### src/rtl/uart_rx_errflags_pkg.sv
package uart_rx_errflags_pkg;

    localparam int DATA_W = 8;

    typedef enum logic [2:0] {
        ST_IDLE,
        ST_START,
        ST_DATA,
        ST_PAR,
        ST_STOP1,
        ST_STOP2
    } rx_state_e;

    typedef struct packed {
        logic data8;
        logic par_en;
        logic par_odd;
        logic two_stop;
    } rx_cfg_t;

    typedef struct packed {
        logic              valid;
        logic [DATA_W-1:0] data;
        logic              par_err;
        logic              frm_err;
    } rx_frame_t;

    // bit order matches the clear mask: {parity, framing, overrun}
    typedef struct packed {
        logic par;
        logic frm;
        logic ovr;
    } err_flags_t;

    // 1 when data plus parity bit disagree with the selected mode
    function automatic logic parity_fail(logic [DATA_W-1:0] d, logic pbit, logic odd);
        return (^d) ^ pbit ^ odd;
    endfunction

endpackage

### src/rtl/uart_rx_errflags_frame.sv
module uart_rx_errflags_frame
    import uart_rx_errflags_pkg::*;
#(
    parameter int OVERSAMPLE  = 16,
    parameter int SYNC_STAGES = 2
) (
    input  logic      clk,
    input  logic      rst,
    input  logic      rx,
    input  logic      os_tick,
    input  rx_cfg_t   cfg,
    output rx_frame_t frame
);

    localparam int CNT_W = $clog2(OVERSAMPLE);
    localparam logic [CNT_W-1:0] MID_CNT  = CNT_W'(OVERSAMPLE / 2 - 1);
    localparam logic [CNT_W-1:0] LAST_CNT = CNT_W'(OVERSAMPLE - 1);

    logic [SYNC_STAGES-1:0] sync_q;
    logic                   rx_s;
    rx_state_e              state;
    logic [CNT_W-1:0]       cnt;
    logic [2:0]             bit_idx;
    logic [DATA_W-1:0]      shreg;
    logic                   pbit;
    logic                   line_hi;
    logic [DATA_W-1:0]      asm_data;
    logic [2:0]             last_bit;
    logic                   at_last;

    always_ff @(posedge clk) begin
        if (rst) sync_q <= '1;
        else     sync_q <= {sync_q[SYNC_STAGES-2:0], rx};
    end
    assign rx_s = sync_q[SYNC_STAGES-1];

    assign asm_data = cfg.data8 ? shreg : {1'b0, shreg[DATA_W-1:1]};
    assign last_bit = cfg.data8 ? 3'd7 : 3'd6;
    assign at_last  = (cnt == LAST_CNT);

    always_ff @(posedge clk) begin
        if (rst) begin
            state   <= ST_IDLE;
            cnt     <= '0;
            bit_idx <= '0;
            shreg   <= '0;
            pbit    <= 1'b0;
            line_hi <= 1'b0;
            frame   <= '0;
        end else begin
            frame.valid <= 1'b0;
            if (os_tick) begin
                case (state)
                    ST_IDLE: begin
                        cnt     <= '0;
                        line_hi <= rx_s;
                        if (!rx_s && line_hi) state <= ST_START;
                    end
                    ST_START: begin
                        if (cnt == MID_CNT) begin
                            cnt     <= '0;
                            bit_idx <= '0;
                            line_hi <= 1'b0;
                            state   <= rx_s ? ST_IDLE : ST_DATA;
                        end else begin
                            cnt <= cnt + 1'b1;
                        end
                    end
                    ST_DATA: begin
                        cnt <= cnt + 1'b1;
                        if (at_last) begin
                            shreg <= {rx_s, shreg[DATA_W-1:1]};
                            if (bit_idx == last_bit)
                                state <= cfg.par_en ? ST_PAR : ST_STOP1;
                            else
                                bit_idx <= bit_idx + 1'b1;
                        end
                    end
                    ST_PAR: begin
                        cnt <= cnt + 1'b1;
                        if (at_last) begin
                            pbit  <= rx_s;
                            state <= ST_STOP1;
                        end
                    end
                    ST_STOP1: begin
                        cnt <= cnt + 1'b1;
                        if (at_last) begin
                            frame.valid   <= 1'b1;
                            frame.data    <= asm_data;
                            frame.frm_err <= !rx_s;
                            frame.par_err <= cfg.par_en &&
                                             parity_fail(asm_data, pbit, cfg.par_odd);
                            line_hi       <= 1'b0;
                            state         <= cfg.two_stop ? ST_STOP2 : ST_IDLE;
                        end
                    end
                    ST_STOP2: begin
                        cnt <= cnt + 1'b1;
                        if (at_last) state <= ST_IDLE;
                    end
                    default: state <= ST_IDLE;
                endcase
            end
        end
    end

    assert_single_pulse_R3: assert property (@(posedge clk) disable iff (rst)
        frame.valid |=> !frame.valid);

    assert_deliver_from_stop_R5: assert property (@(posedge clk) disable iff (rst)
        $rose(frame.valid) |-> $past(state) == ST_STOP1);

endmodule

### src/rtl/uart_rx_errflags_buf.sv
module uart_rx_errflags_buf
    import uart_rx_errflags_pkg::*;
(
    input  logic              clk,
    input  logic              rst,
    input  rx_frame_t         frame,
    input  logic              rd_en,
    input  logic              wr_en,
    input  err_flags_t        wr_clr,
    input  logic [3:0]        irq_en,
    output logic [DATA_W-1:0] rd_data,
    output logic              full,
    output err_flags_t        flags,
    output logic              irq
);

    err_flags_t set_ev;
    err_flags_t clr_ev;

    assign set_ev.ovr = frame.valid && full && !rd_en;
    assign set_ev.frm = frame.valid && frame.frm_err;
    assign set_ev.par = frame.valid && frame.par_err;
    assign clr_ev     = wr_en ? wr_clr : '0;

    always_ff @(posedge clk) begin
        if (rst) begin
            rd_data <= '0;
            full    <= 1'b0;
            flags   <= '0;
        end else begin
            if (frame.valid) begin
                rd_data <= frame.data;
                full    <= 1'b1;
            end else if (rd_en) begin
                full <= 1'b0;
            end
            flags <= set_ev | (flags & ~clr_ev);
        end
    end

    assign irq = |(irq_en & {flags.par, flags.frm, flags.ovr, full});

    assert_ovr_on_overwrite_R7: assert property (@(posedge clk) disable iff (rst)
        (frame.valid && full && !rd_en) |=> flags.ovr);

    assert_set_beats_clear_R9: assert property (@(posedge clk) disable iff (rst)
        (frame.valid && frame.par_err) |=> flags.par);

    assert_frm_sticky_R8: assert property (@(posedge clk) disable iff (rst)
        (flags.frm && !(wr_en && wr_clr.frm)) |=> flags.frm);

    assert_read_empties_R10: assert property (@(posedge clk) disable iff (rst)
        (rd_en && !frame.valid) |=> !full);

    assert_irq_masked_R11: assert property (@(posedge clk) disable iff (rst)
        (irq_en == 4'b0000) |-> !irq);

endmodule

### src/rtl/uart_rx_errflags.sv
module uart_rx_errflags
    import uart_rx_errflags_pkg::*;
#(
    parameter int OVERSAMPLE  = 16,
    parameter int SYNC_STAGES = 2
) (
    input  logic              clk,
    input  logic              rst,
    input  logic              rx,
    input  logic              os_tick,
    input  logic              cfg_data8,
    input  logic              cfg_par_en,
    input  logic              cfg_par_odd,
    input  logic              cfg_two_stop,
    input  logic [3:0]        irq_en,
    input  logic              rd_en,
    input  logic              wr_en,
    input  logic [2:0]        wr_data,
    output logic [DATA_W-1:0] rd_data,
    output logic              rx_full,
    output logic              flag_ovr,
    output logic              flag_frm,
    output logic              flag_par,
    output logic              irq
);

    rx_cfg_t    cfg;
    rx_frame_t  frame;
    err_flags_t flags;
    err_flags_t wr_clr;

    assign cfg    = '{data8: cfg_data8, par_en: cfg_par_en,
                      par_odd: cfg_par_odd, two_stop: cfg_two_stop};
    assign wr_clr = err_flags_t'(wr_data);

    uart_rx_errflags_frame #(
        .OVERSAMPLE (OVERSAMPLE),
        .SYNC_STAGES(SYNC_STAGES)
    ) u_frame (
        .clk    (clk),
        .rst    (rst),
        .rx     (rx),
        .os_tick(os_tick),
        .cfg    (cfg),
        .frame  (frame)
    );

    uart_rx_errflags_buf u_buf (
        .clk    (clk),
        .rst    (rst),
        .frame  (frame),
        .rd_en  (rd_en),
        .wr_en  (wr_en),
        .wr_clr (wr_clr),
        .irq_en (irq_en),
        .rd_data(rd_data),
        .full   (rx_full),
        .flags  (flags),
        .irq    (irq)
    );

    assign flag_ovr = flags.ovr;
    assign flag_frm = flags.frm;
    assign flag_par = flags.par;

endmodule

### config.mk
export PLATFORM = sky130hd
export DESIGN_NAME = uart_rx_errflags
export DESIGN_NICKNAME = d
export VERILOG_FILES = /design/src/rtl/uart_rx_errflags_pkg.sv /design/src/rtl/uart_rx_errflags_frame.sv /design/src/rtl/uart_rx_errflags_buf.sv /design/src/rtl/uart_rx_errflags.sv
export SDC_FILE = /design/constraint.sdc
export NUM_CORES = 1
export LEC_CHECK = 0
export BUFFER_PORTS_ARGS = -buffer_cell sky130_fd_sc_hd__buf_2
export CAP_MARGIN = 20
export CELL_PAD_IN_SITES_DETAIL_PLACEMENT = 0
export CELL_PAD_IN_SITES_GLOBAL_PLACEMENT = 1
export CORE_AREA = 2 2 75 70
export DETAILED_ROUTE_END_ITERATION = 8
export DIE_AREA = 0 0 77 72
export PLACE_DENSITY = 0.92
export SETUP_SLACK_MARGIN = 0.3
export SLEW_MARGIN = 20
export SYNTH_ARGS = -nofsm -noshare
export SYNTH_HDL_FRONTEND = slang
export SYNTH_SLANG_ARGS = --single-unit
### constraint.sdc
create_clock -name clk -period 3.4 [get_ports clk]
set_input_delay 0.51 -clock clk [delete_from_list [all_inputs] [get_ports clk]]
set_output_delay 0.51 -clock clk [all_outputs]
set_load 0.01 [all_outputs]
==> results of run 1 <==
## power by group
group | internal [µW] | switching, µW
Sequential | 535 | 22.7
Clock | 148 | 193
Combinational | 40.6 | 43.4
Total | 724 | 259
## per-stage QoR
step | area (µm²) | setup slack (ns)
global route | 2370 | 1.25
finish | 2370 | 1.44
detailed placement | 2280 | 1.40
CTS | 2370 | 1.42
global placement | 2280 | 1.46
floorplan | 2120 | 1.67
## cells in the mapped netlist, drive strengths merged, types with 2 or more instances
| master | instances |
|---|---|
| nor3b | 2 |
| clkbuf | 6 |
| nand4b | 2 |
| a211oi | 9 |
| xnor2 | 8 |
| nand3 | 6 |
| inv | 4 |
| ha | 2 |
| and3 | 2 |
| mux2i | 24 |
| a21oi | 16 |
| nand2b | 5 |
| dfxtp | 45 |
| a22oi | 5 |
| and2 | 3 |
| a21bo | 2 |
| nand4 | 2 |
| o21ai | 4 |
| a311oi | 3 |
| nand2 | 16 |
| nor2 | 37 |
| o22ai | 4 |
| nor2b | 5 |
| or2 | 3 |
| buf | 9 |
## state kept, by name (all words and copies together) (netlist names), 2 cells and up
register	cells
u_buf.flags	3
u_buf.rd_data	8
u_frame.cnt	4
u_frame.shreg	8
u_frame.bit_idx	3
u_frame.sync_q	2
u_frame.frame	11
u_frame.state	3
## cell families after synthesis
group,Yosys count,synth area share
AO/OA/AOI/OAI,49,0.159
XOR/XNOR,9,0.0437
AND/OR/NAND/NOR,89,0.207
flip-flops,45,0.425
buffers and inverters,19,0.0401
multiplexers,24,0.113
adder cells (fa/ha/maj),2,0.0118
## area by class of cell
class / count / area share
Multi-Input combinational cell: 173 / 0.478
Sequential cell: 45 / 0.380
Timing Repair Buffer: 29 / 0.0612
Tap cell: 65 / 0.0343
Clock buffer: 5 / 0.0290
Clock inverter: 3 / 0.0106
Inverter: 4 / 0.00634
## how the worst min path moves through the flow
stage | start | endpoint | cells past startpoint
global route | rx | u_frame.sync_q[0]$_SDFF_PP1_ | 2
detailed placement | u_frame.sync_q[0]$_SDFF_PP1_ | u_frame.sync_q[1]$_SDFF_PP1_ | 1
global placement | u_frame.sync_q[0]$_SDFF_PP1_ | u_frame.sync_q[1]$_SDFF_PP1_ | 1
CTS | rx | u_frame.sync_q[0]$_SDFF_PP1_ | 2
finish | rx | u_frame.sync_q[0]$_SDFF_PP1_ | 2
floorplan | u_frame.sync_q[0]$_SDFF_PP1_ | u_frame.sync_q[1]$_SDFF_PP1_ | 1
## cell usage in the layout, fill, tap and decap left out, drive strengths merged, types with 3 or more instances in the layout
| cell | instances |
|---|---|
| nor2 | 37 |
| nor2b | 5 |
| o21ai | 4 |
| xnor2 | 8 |
| inv | 5 |
| a21oi | 16 |
| nand2 | 16 |
| nand3 | 6 |
| or2 | 3 |
| nand2b | 5 |
| a211oi | 9 |
| mux2i | 24 |
| dfxtp | 45 |
| a22oi | 5 |
| and2 | 3 |
| buf | 29 |
| o22ai | 4 |
| a311oi | 3 |
| clkbuf | 5 |
## metal layers
metal  GRT usage  vias up  part of all wire
li1            -      888                 -
met1       0.224      776              0.49
met2       0.246       51              0.43
met3      0.0323        9             0.057
met4      0.0714        0             0.022
met5           0        -                 0
==> results.cfg, run 1 <==
[floorplan]
coreArea_mm2 = 0.00474
row_count = 24
die_y_um = 72
die_x_um = 77
start_util = 0.447
io_pins = 30
die-area_mm2 = 0.00554

[synthesis]
synth.cell_area_mm2 = 0.00212
synthDominantCellAreaShare = 0.425
ys_types = 44
syn_inst = 237
netlist_top_cells_area = dfxtp_1, mux2i_1, nor2_1
synthFlopType = dfxtp_1
yosysSeqAreaShare = 0.425
avgSynthCellArea_um2 = 8.94
synth_edf_count = 0
synthesis.nets = 256
async_reset_ff_frac = 0
synth_warnings = 0
synth_seq_cells = 45
synth_area_leader_cell = dfxtp_1

[grt]
grt.overflow.total = 0
grt_pass1_vias = 1540
grt_util_all_layers = 0.161
grt_max_degree = 48
antenna_found_initial = 0
grt_pass1_wl_um = 7250

[clocking]
path_clk_slew_ns = 0.09
cts_tree = yes
clockBufferDepth = 2
clk_latency_ns = 0.30
postCtsHoldBufs = 0
cts-buffers-inserted = 5
clkSinkCount = 45
cts_resized = 0
cts_root_buffer = clkbuf_8
post_cts_buffers = 0
htreeDepth = 2

[routing]
viasPerCell = 5.32
wl_per_cell_um = 12.9
firstDrtPassIters = 4
antenna_left = 0
dr.first_iter.drc_count = 107
drc_errors = 0
via_count = 1724
totalWireLength_um = 4190

[timing]
period_share = 0.577
fin_setup_tns_ns = 0
hold_violations = 0
slew_headroom = 0.463
fin_skew_ns = 0.00805
timing.hold.ws_ns = 0.381
rsz0062_at_grt = no
period_needed_ns = 1.96
worst_slew_pin_slew_ns = 0.805
fmax_ghz = 0.510
slew_viol_final = 0
finalSetupViolations = 0

[power]
ir_worst_vdd_v = 0.000191
cellLeakagePower_uw = 0.000940
p_total_uw = 983
p_per_area_mw_per_mm2 = 415

[placement]
place_inst = 316
place.gp.congestion = 0.732
dp_hpwl_um = 2880
port_buffers = 29

[min_path]
hp-class = in2reg

[layout]
fin_cells = 324
fill_cells = 489
antenna_cells = 0
multi_input_area_mm2 = 0.00113
seq_area_um2 = 901
utilization = 0.499
synthToLayoutAreaGrowth_pct = 11.8
drive_above_1_share = 0.166
layout.nets = 277

[setup_path]
end_kind = register
critPathMaxFanout = 16
cp_data_required_time_ns = 3.61
critical_path_class = reg2reg
start_kind = register
startpoint = u_frame.cnt[0]$_SDFFE_PP0P_
cp.arrival_ns = 2.17
cp.depth = 5
reg2reg_slack_ns = 1.44
endpoint = u_frame.frame[6]$_SDFFE_PP0P_
crit_buf_inv = 0
cpMaxStageDelayCell = and4_1
r2r_start = u_frame.cnt[0]$_SDFFE_PP0P_
r2r_end = u_frame.frame[6]$_SDFFE_PP0P_
max_stage_delay_ns = 0.56
reg2reg_depth = 5
crit_family = simple AND/OR/NAND/NOR gates
path_cells = ha_1 -> and3_1 -> and4_1 -> nor2_1 -> a311oi_1

[outcome]
status = complete, no violations

[flow_run]
maxCapViolCount = 0
(Power assumes the default switching activity.)
==> run 2: changes to the inputs <==
--- a/config.mk
+++ b/config.mk
@@ -9,10 +9,10 @@
 export CAP_MARGIN = 20
 export CELL_PAD_IN_SITES_DETAIL_PLACEMENT = 0
 export CELL_PAD_IN_SITES_GLOBAL_PLACEMENT = 1
-export CORE_AREA = 2 2 75 70
+export CORE_AREA = 2 2 78 72
 export DETAILED_ROUTE_END_ITERATION = 8
-export DIE_AREA = 0 0 77 72
-export PLACE_DENSITY = 0.92
+export DIE_AREA = 0 0 80 74
+export PLACE_DENSITY = 0.88
 export SETUP_SLACK_MARGIN = 0.3
 export SLEW_MARGIN = 20
 export SYNTH_ARGS = -nofsm -noshare
==> constraint.sdc (replaced) <==
create_clock -name clk -period 2 [get_ports clk]
set_input_delay 0.3 -clock clk [delete_from_list [all_inputs] [get_ports clk]]
set_output_delay 0.3 -clock clk [all_outputs]
set_load 0.01 [all_outputs]
==> run 2 against run 1 <==
Effect of this change: hold slack worse by 0.21 ns; register-to-register slack worse by 1.1 ns; via count is 1.6% higher; clock-buffer cell count stayed put; clock skew is 0.00090 ns lower; utilization is 1.1 points lower; critical path type unchanged; largest power group unchanged.
==> results.cfg, run 2 (same netlist as run 1, synthesis figures left out) <==
[timing]
slew_viol_final = 0
slew_headroom = 0.610
finalSetupViolations = 0
rsz0062_at_grt = yes
hold_violations = 0
period_share = 0.823
fin_setup_tns_ns = 0
fin_skew_ns = 0.00715
worst_slew_pin_slew_ns = 0.584
period_needed_ns = 1.65
timing.hold.ws_ns = 0.172
fmax_ghz = 0.608

[flow_run]
maxCapViolCount = 0

[layout]
synthToLayoutAreaGrowth_pct = 18.3
layout_commonest_cell = dfxtp_1
utilization = 0.489
fill_cells = 488
final_cell_mix = dfxtp_1, nor2_1, buf_2
top_regs = u_frame.frame: 11 flops, u_buf.rd_data: 8 flops, u_frame.shreg: 8 flops
antenna_cells = 0
regMostFlops = u_frame.frame
layout.nets = 289
drive_above_1_share = 0.236
fin_cells = 338
largest_reg_flops = 11

[floorplan]
start_util = 0.413
die_x_um = 80
io_pins = 30
row_count = 25
die_y_um = 74
coreArea_mm2 = 0.00513
die-area_mm2 = 0.00592

[grt]
grt_pass1_wl_um = 6820
grt_util_all_layers = 0.150
grt_max_degree = 25
antenna_found_initial = 0
grt.overflow.total = 0
grt_pass1_vias = 1507
use_met2 = 0.239
gr-max-usage-layer = met2
met3_usage = 0.0303
use_met1 = 0.191

[min_path]
hp-class = in2reg
whs_endpoint = u_frame.sync_q[0]$_SDFF_PP1_
min_path_cells = 2
min-delay-start = rx

[routing]
firstDrtPassIters = 4
viasPerCell = 5.18
antenna_left = 0
dr.first_iter.drc_count = 70
wl_per_cell_um = 12.5
totalWireLength_um = 4220
drc_errors = 0
via_count = 1751

[clocking]
cts-buffers-inserted = 5
clk_latency_ns = 0.31
htreeDepth = 2
clockBufferDepth = 2
path_clk_slew_ns = 0.09
clkSinkCount = 45
cts_root_buffer = clkbuf_8
cts_tree = yes

[setup_path]
r2r_start = u_frame.cnt[1]$_SDFFE_PP0P_
critPathMaxFanout = 4
critical_path_class = reg2reg
start_kind = register
cp.arrival_ns = 1.88
reg2reg_slack_ns = 0.35
cpMaxStageDelayCell = or4_1
max_stage_delay_ns = 0.50
cp_data_required_time_ns = 2.24
end_kind = register
r2r_end = u_frame.bit_idx[2]$_SDFFE_PP0P_
path_cells = ha_4 -> nand3b_1 -> nor2_1 -> o21ai_2 -> or4_1 -> a21oi_1
reg2reg_depth = 6

[power]
p_per_area_mw_per_mm2 = 683
p_total_uw = 1710
cellLeakagePower_uw = 0.00100
ir_worst_vdd_v = 0.000226

[placement]
port_buffers = 29
dp_hpwl_um = 2970
place.gp.congestion = 0.760
place_inst = 325

[outcome]
status = complete, no violations
-- run 2: changes by cell type in the layout (fill, tap and decap cells not counted), sizes merged --
cell / change
buf: +12
clkinv: -1
inv: +1
-- run 2: how the worst max path moves through the flow --
| stage | startpoint | end | cells past startpoint |
|---|---|---|---|
| 3_3_place_gp | u_frame.cnt[0]$_SDFFE_PP0P_ | u_frame.state[2]$_SDFFE_PP0P_ | 6 |
| 5_1_grt | u_frame.cnt[1]$_SDFFE_PP0P_ | u_frame.state[0]$_SDFFE_PP0P_ | 7 |
| 4_1_cts | u_frame.state[2]$_SDFFE_PP0P_ | u_frame.state[2]$_SDFFE_PP0P_ | 4 |
| 6_report | u_frame.cnt[1]$_SDFFE_PP0P_ | u_frame.bit_idx[2]$_SDFFE_PP0P_ | 6 |
| 3_5_place_dp | u_frame.cnt[0]$_SDFFE_PP0P_ | u_frame.state[2]$_SDFFE_PP0P_ | 6 |
| 2_1_floorplan | u_frame.cnt[0]$_SDFFE_PP0P_ | u_frame.state[2]$_SDFFE_PP0P_ | 6 |
-- run 2: worst max-delay path: cells and delay by family, from the launching register on --
kind,cells,cell delay (ns)
AND/OR/NAND/NOR,3,0.84
flip-flops,1,0.37
AO/OA/AOI/OAI,2,0.22
adder cells (fa/ha/maj),1,0.14
-- run 2: layout make-up --
class                           count  area (µm²)  share of cell area
Tap cell                           67        83.8              0.0334
Inverter                            4        15.0             0.00599
Clock buffer                        5        68.8              0.0274
Sequential cell                    45         911               0.363
Clock inverter                      3        25.0             0.00998
Timing Repair Buffer               41         235              0.0938
Multi-Input combinational cell    173        1170               0.466
-- run 2: routing by layer --
metal / wire length [µm] / vias to the layer above
met5: 0 / -
met4: 76 / 0
met3: 186 / 6
met2: 1880 / 39
met1: 2080 / 802
li1: - / 904
-- run 2: through the flow --
step	setup WS [ns]	cell area, µm²
after CTS	0.288	2450
after detailed placement	0.118	2330
after global placement	0.208	2330
after floorplan	0.360	2120
final	0.354	2510
after global routing	0.235	2510
-- run 2: timing repair --
action / 4_1_cts / 5_1_grt
setup buffers: 1 / 4
resized for setup: 4 / 9
hold buffers: 0 / 0
setup endpoints to repair: 15 / 17
pin swaps: 2 / 4
-- run 2: report_power, final --
group | internal, µW | switching (µW)
Combinational | 89.8 | 93.0
Clock | 255 | 334
Sequential | 911 | 30.6
==> run 3: changes to the inputs <==
==> constraint.sdc (replaced) <==
create_clock -name clk -period 1.7 [get_ports clk]
set_input_delay 0.255 -clock clk [delete_from_list [all_inputs] [get_ports clk]]
set_output_delay 0.255 -clock clk [all_outputs]
set_load 0.01 [all_outputs]
==> run 3 against run 2 <==
Effect of this change: first-iteration DRC count is 40% higher; critical path type unchanged; register-to-register slack lost 0.26 ns; clock skew shrank 0.0039 ns; setup slack worse by 0.26 ns; fmax grew 2.5%; combinational power up 47%; critical endpoint is now u_frame.state[2]$_SDFFE_PP0P_; highest routed layer unchanged; sequential share of layout area down 4.3 points; sequential power up 18%; cell count rose by 4.7%; utilization rose by 6.5 points; via count up 5.7%.
==> results.cfg, run 3 (same netlist as run 1, synthesis figures left out) <==
[outcome]
status = complete, no violations

[clocking]
cts_root_buffer = clkbuf_8
clk_latency_ns = 0.30
path_clk_slew_ns = 0.09
cts_tree = yes
cts-buffers-inserted = 5
clkSinkCount = 45
htreeDepth = 2
clockBufferDepth = 2
postCtsHoldBufs = 0

[timing]
worst_slew_pin_slew_ns = 0.572
finalSetupViolations = 0
hold_violations = 0
slew_headroom = 0.618
period_needed_ns = 1.61
finalWorstSetupSlack_ns = 0.0945
fin_setup_tns_ns = 0
fmax_ghz = 0.623
rsz0062_at_grt = yes
period_share = 0.944
fin_skew_ns = 0.00327
slew_viol_final = 0

[grt]
grt_util_all_layers = 0.161
grt.overflow.total = 0
antenna_found_initial = 0
grt_pass1_vias = 1635
grt_max_degree = 20
grt_pass1_wl_um = 7500

[placement]
dp_hpwl_um = 2970
place_inst = 329
port_buffers = 29
place.gp.congestion = 0.827
pre_cts_slack_ns = 0.0632

[power]
p_per_area_mw_per_mm2 = 726
cellLeakagePower_uw = 0.00113
ir_worst_vdd_v = 0.000359

[routing]
antenna_left = 0
drc_errors = 0
firstDrtPassIters = 4
viasPerCell = 5.23
totalWireLength_um = 4700
wl_per_cell_um = 13.3
via_count = 1850
dr.first_iter.drc_count = 98

[setup_path]
reg2reg_depth = 7
r2r_start = u_frame.cnt[0]$_SDFFE_PP0P_
cp_data_required_time_ns = 1.91
cp.arrival_ns = 1.81
critical_path_class = reg2reg
r2r_end = u_frame.state[2]$_SDFFE_PP0P_
path_cells = ha_4 -> nand3b_1 -> nor3b_2 -> a311oi_2 -> buf_4 -> a21oi_2 -> a311oi_1
end_kind = register
critPathMaxFanout = 6
reg2reg_slack_ns = 0.09
max_stage_delay_ns = 0.37
cpMaxStageDelayCell = dfxtp_4
start_kind = register

[layout]
seq_area_um2 = 910
fin_cells = 354
layout.nets = 305
fill_cells = 445
largest_reg_flops = 11
top_regs = u_frame.frame: 11 flops, u_buf.rd_data: 8 flops, u_frame.shreg: 8 flops
layout_commonest_cell = dfxtp_1
drive_above_1_share = 0.380
synthToLayoutAreaGrowth_pct = 34.1
regMostFlops = u_frame.frame
antenna_cells = 0
final_cell_mix = dfxtp_1, buf_2, nor2_1
multi_input_area_mm2 = 0.00132

[floorplan]
start_util = 0.413
io_pins = 30
die-area_mm2 = 0.00592
row_count = 25
die_y_um = 74
coreArea_mm2 = 0.00513
die_x_um = 80

[flow_run]
maxCapViolCount = 0

[min_path]
hp-class = in2reg
min-delay-start = rx
min_path_cells = 2
whs_endpoint = u_frame.sync_q[0]$_SDFF_PP1_
-- run 3: timing repair --
item / in CTS / in global routing
endpoints found under the hold margin: 0 / 0
buffers inserted: 11 / 5
pin swaps: 23 / 10
cloned: 1 / 0
resized for setup: 27 / 18
setup endpoints to repair: 27 / 27
-- run 3: layer usage --
metal / vias to the layer above / wire, µm / global-route usage
met2: 40 / 2140 / 0.264
met4: 0 / 102 / 0.0640
met5: - / 0 / 0
met1: 871 / 2270 / 0.209
li1: 930 / - / -
met3: 9 / 185 / 0.0376
-- run 3: layout make-up --
class | instances | share of cell area
multi-input cells | 173 | 0.463
flip-flops and latches | 45 | 0.320
repair buffers | 57 | 0.149
well taps | 67 | 0.0295
clock buffers | 5 | 0.0242
clock inverters | 3 | 0.00881
inverters | 4 | 0.00528
-- run 3: how the worst max path moves through the flow --
stage                                            from                               to  slack, ns  cells past startpoint
after floorplan           u_frame.cnt[0]$_SDFFE_PP0P_    u_frame.frame[6]$_SDFFE_PP0P_       0.23                      7
after global placement    u_frame.cnt[1]$_SDFFE_PP0P_    u_frame.state[2]$_SDFFE_PP0P_       0.11                      6
after detailed placement  u_frame.cnt[0]$_SDFFE_PP0P_    u_frame.state[2]$_SDFFE_PP0P_       0.06                      6
after CTS                 u_frame.cnt[1]$_SDFFE_PP0P_    u_frame.state[2]$_SDFFE_PP0P_       0.13                      7
after global routing      u_frame.cnt[0]$_SDFFE_PP0P_  u_frame.bit_idx[2]$_SDFFE_PP0P_       0.03                      6
final                     u_frame.cnt[0]$_SDFFE_PP0P_    u_frame.state[2]$_SDFFE_PP0P_       0.09                      7
-- run 3: critical path: cells and delay by family, from the launching register on --
family / cells / cell delay, ns
compound gates: 3 / 0.47
fa+ha+maj: 1 / 0.15
buf+inv: 1 / 0.18
flops: 1 / 0.37
simple gates: 2 / 0.35
-- run 3: report_power, final --
group          internal [µW]  switching, µW  total [µW]  leakage [µW]
Combinational            134            135         269      0.000721
Clock                    297            389         686     0.0000447
Sequential              1070           36.9        1110      0.000366
-- run 3: through the flow --
| stage | util | total power (µW) | hold WS (ns) | instance area (µm²) |
|---|---|---|---|---|
| 2_1_floorplan | - | 1270 | 0.359 | 2190 |
| 3_3_place_gp | 0.472 | 1340 | 0.392 | 2420 |
| 3_5_place_dp | 0.472 | 1350 | 0.396 | 2420 |
| 4_1_cts | 0.530 | 2060 | 0.125 | 2720 |
| 5_1_grt | 0.554 | 2160 | 0.130 | 2840 |
| 6_report | 0.554 | 2060 | 0.134 | 2840 |
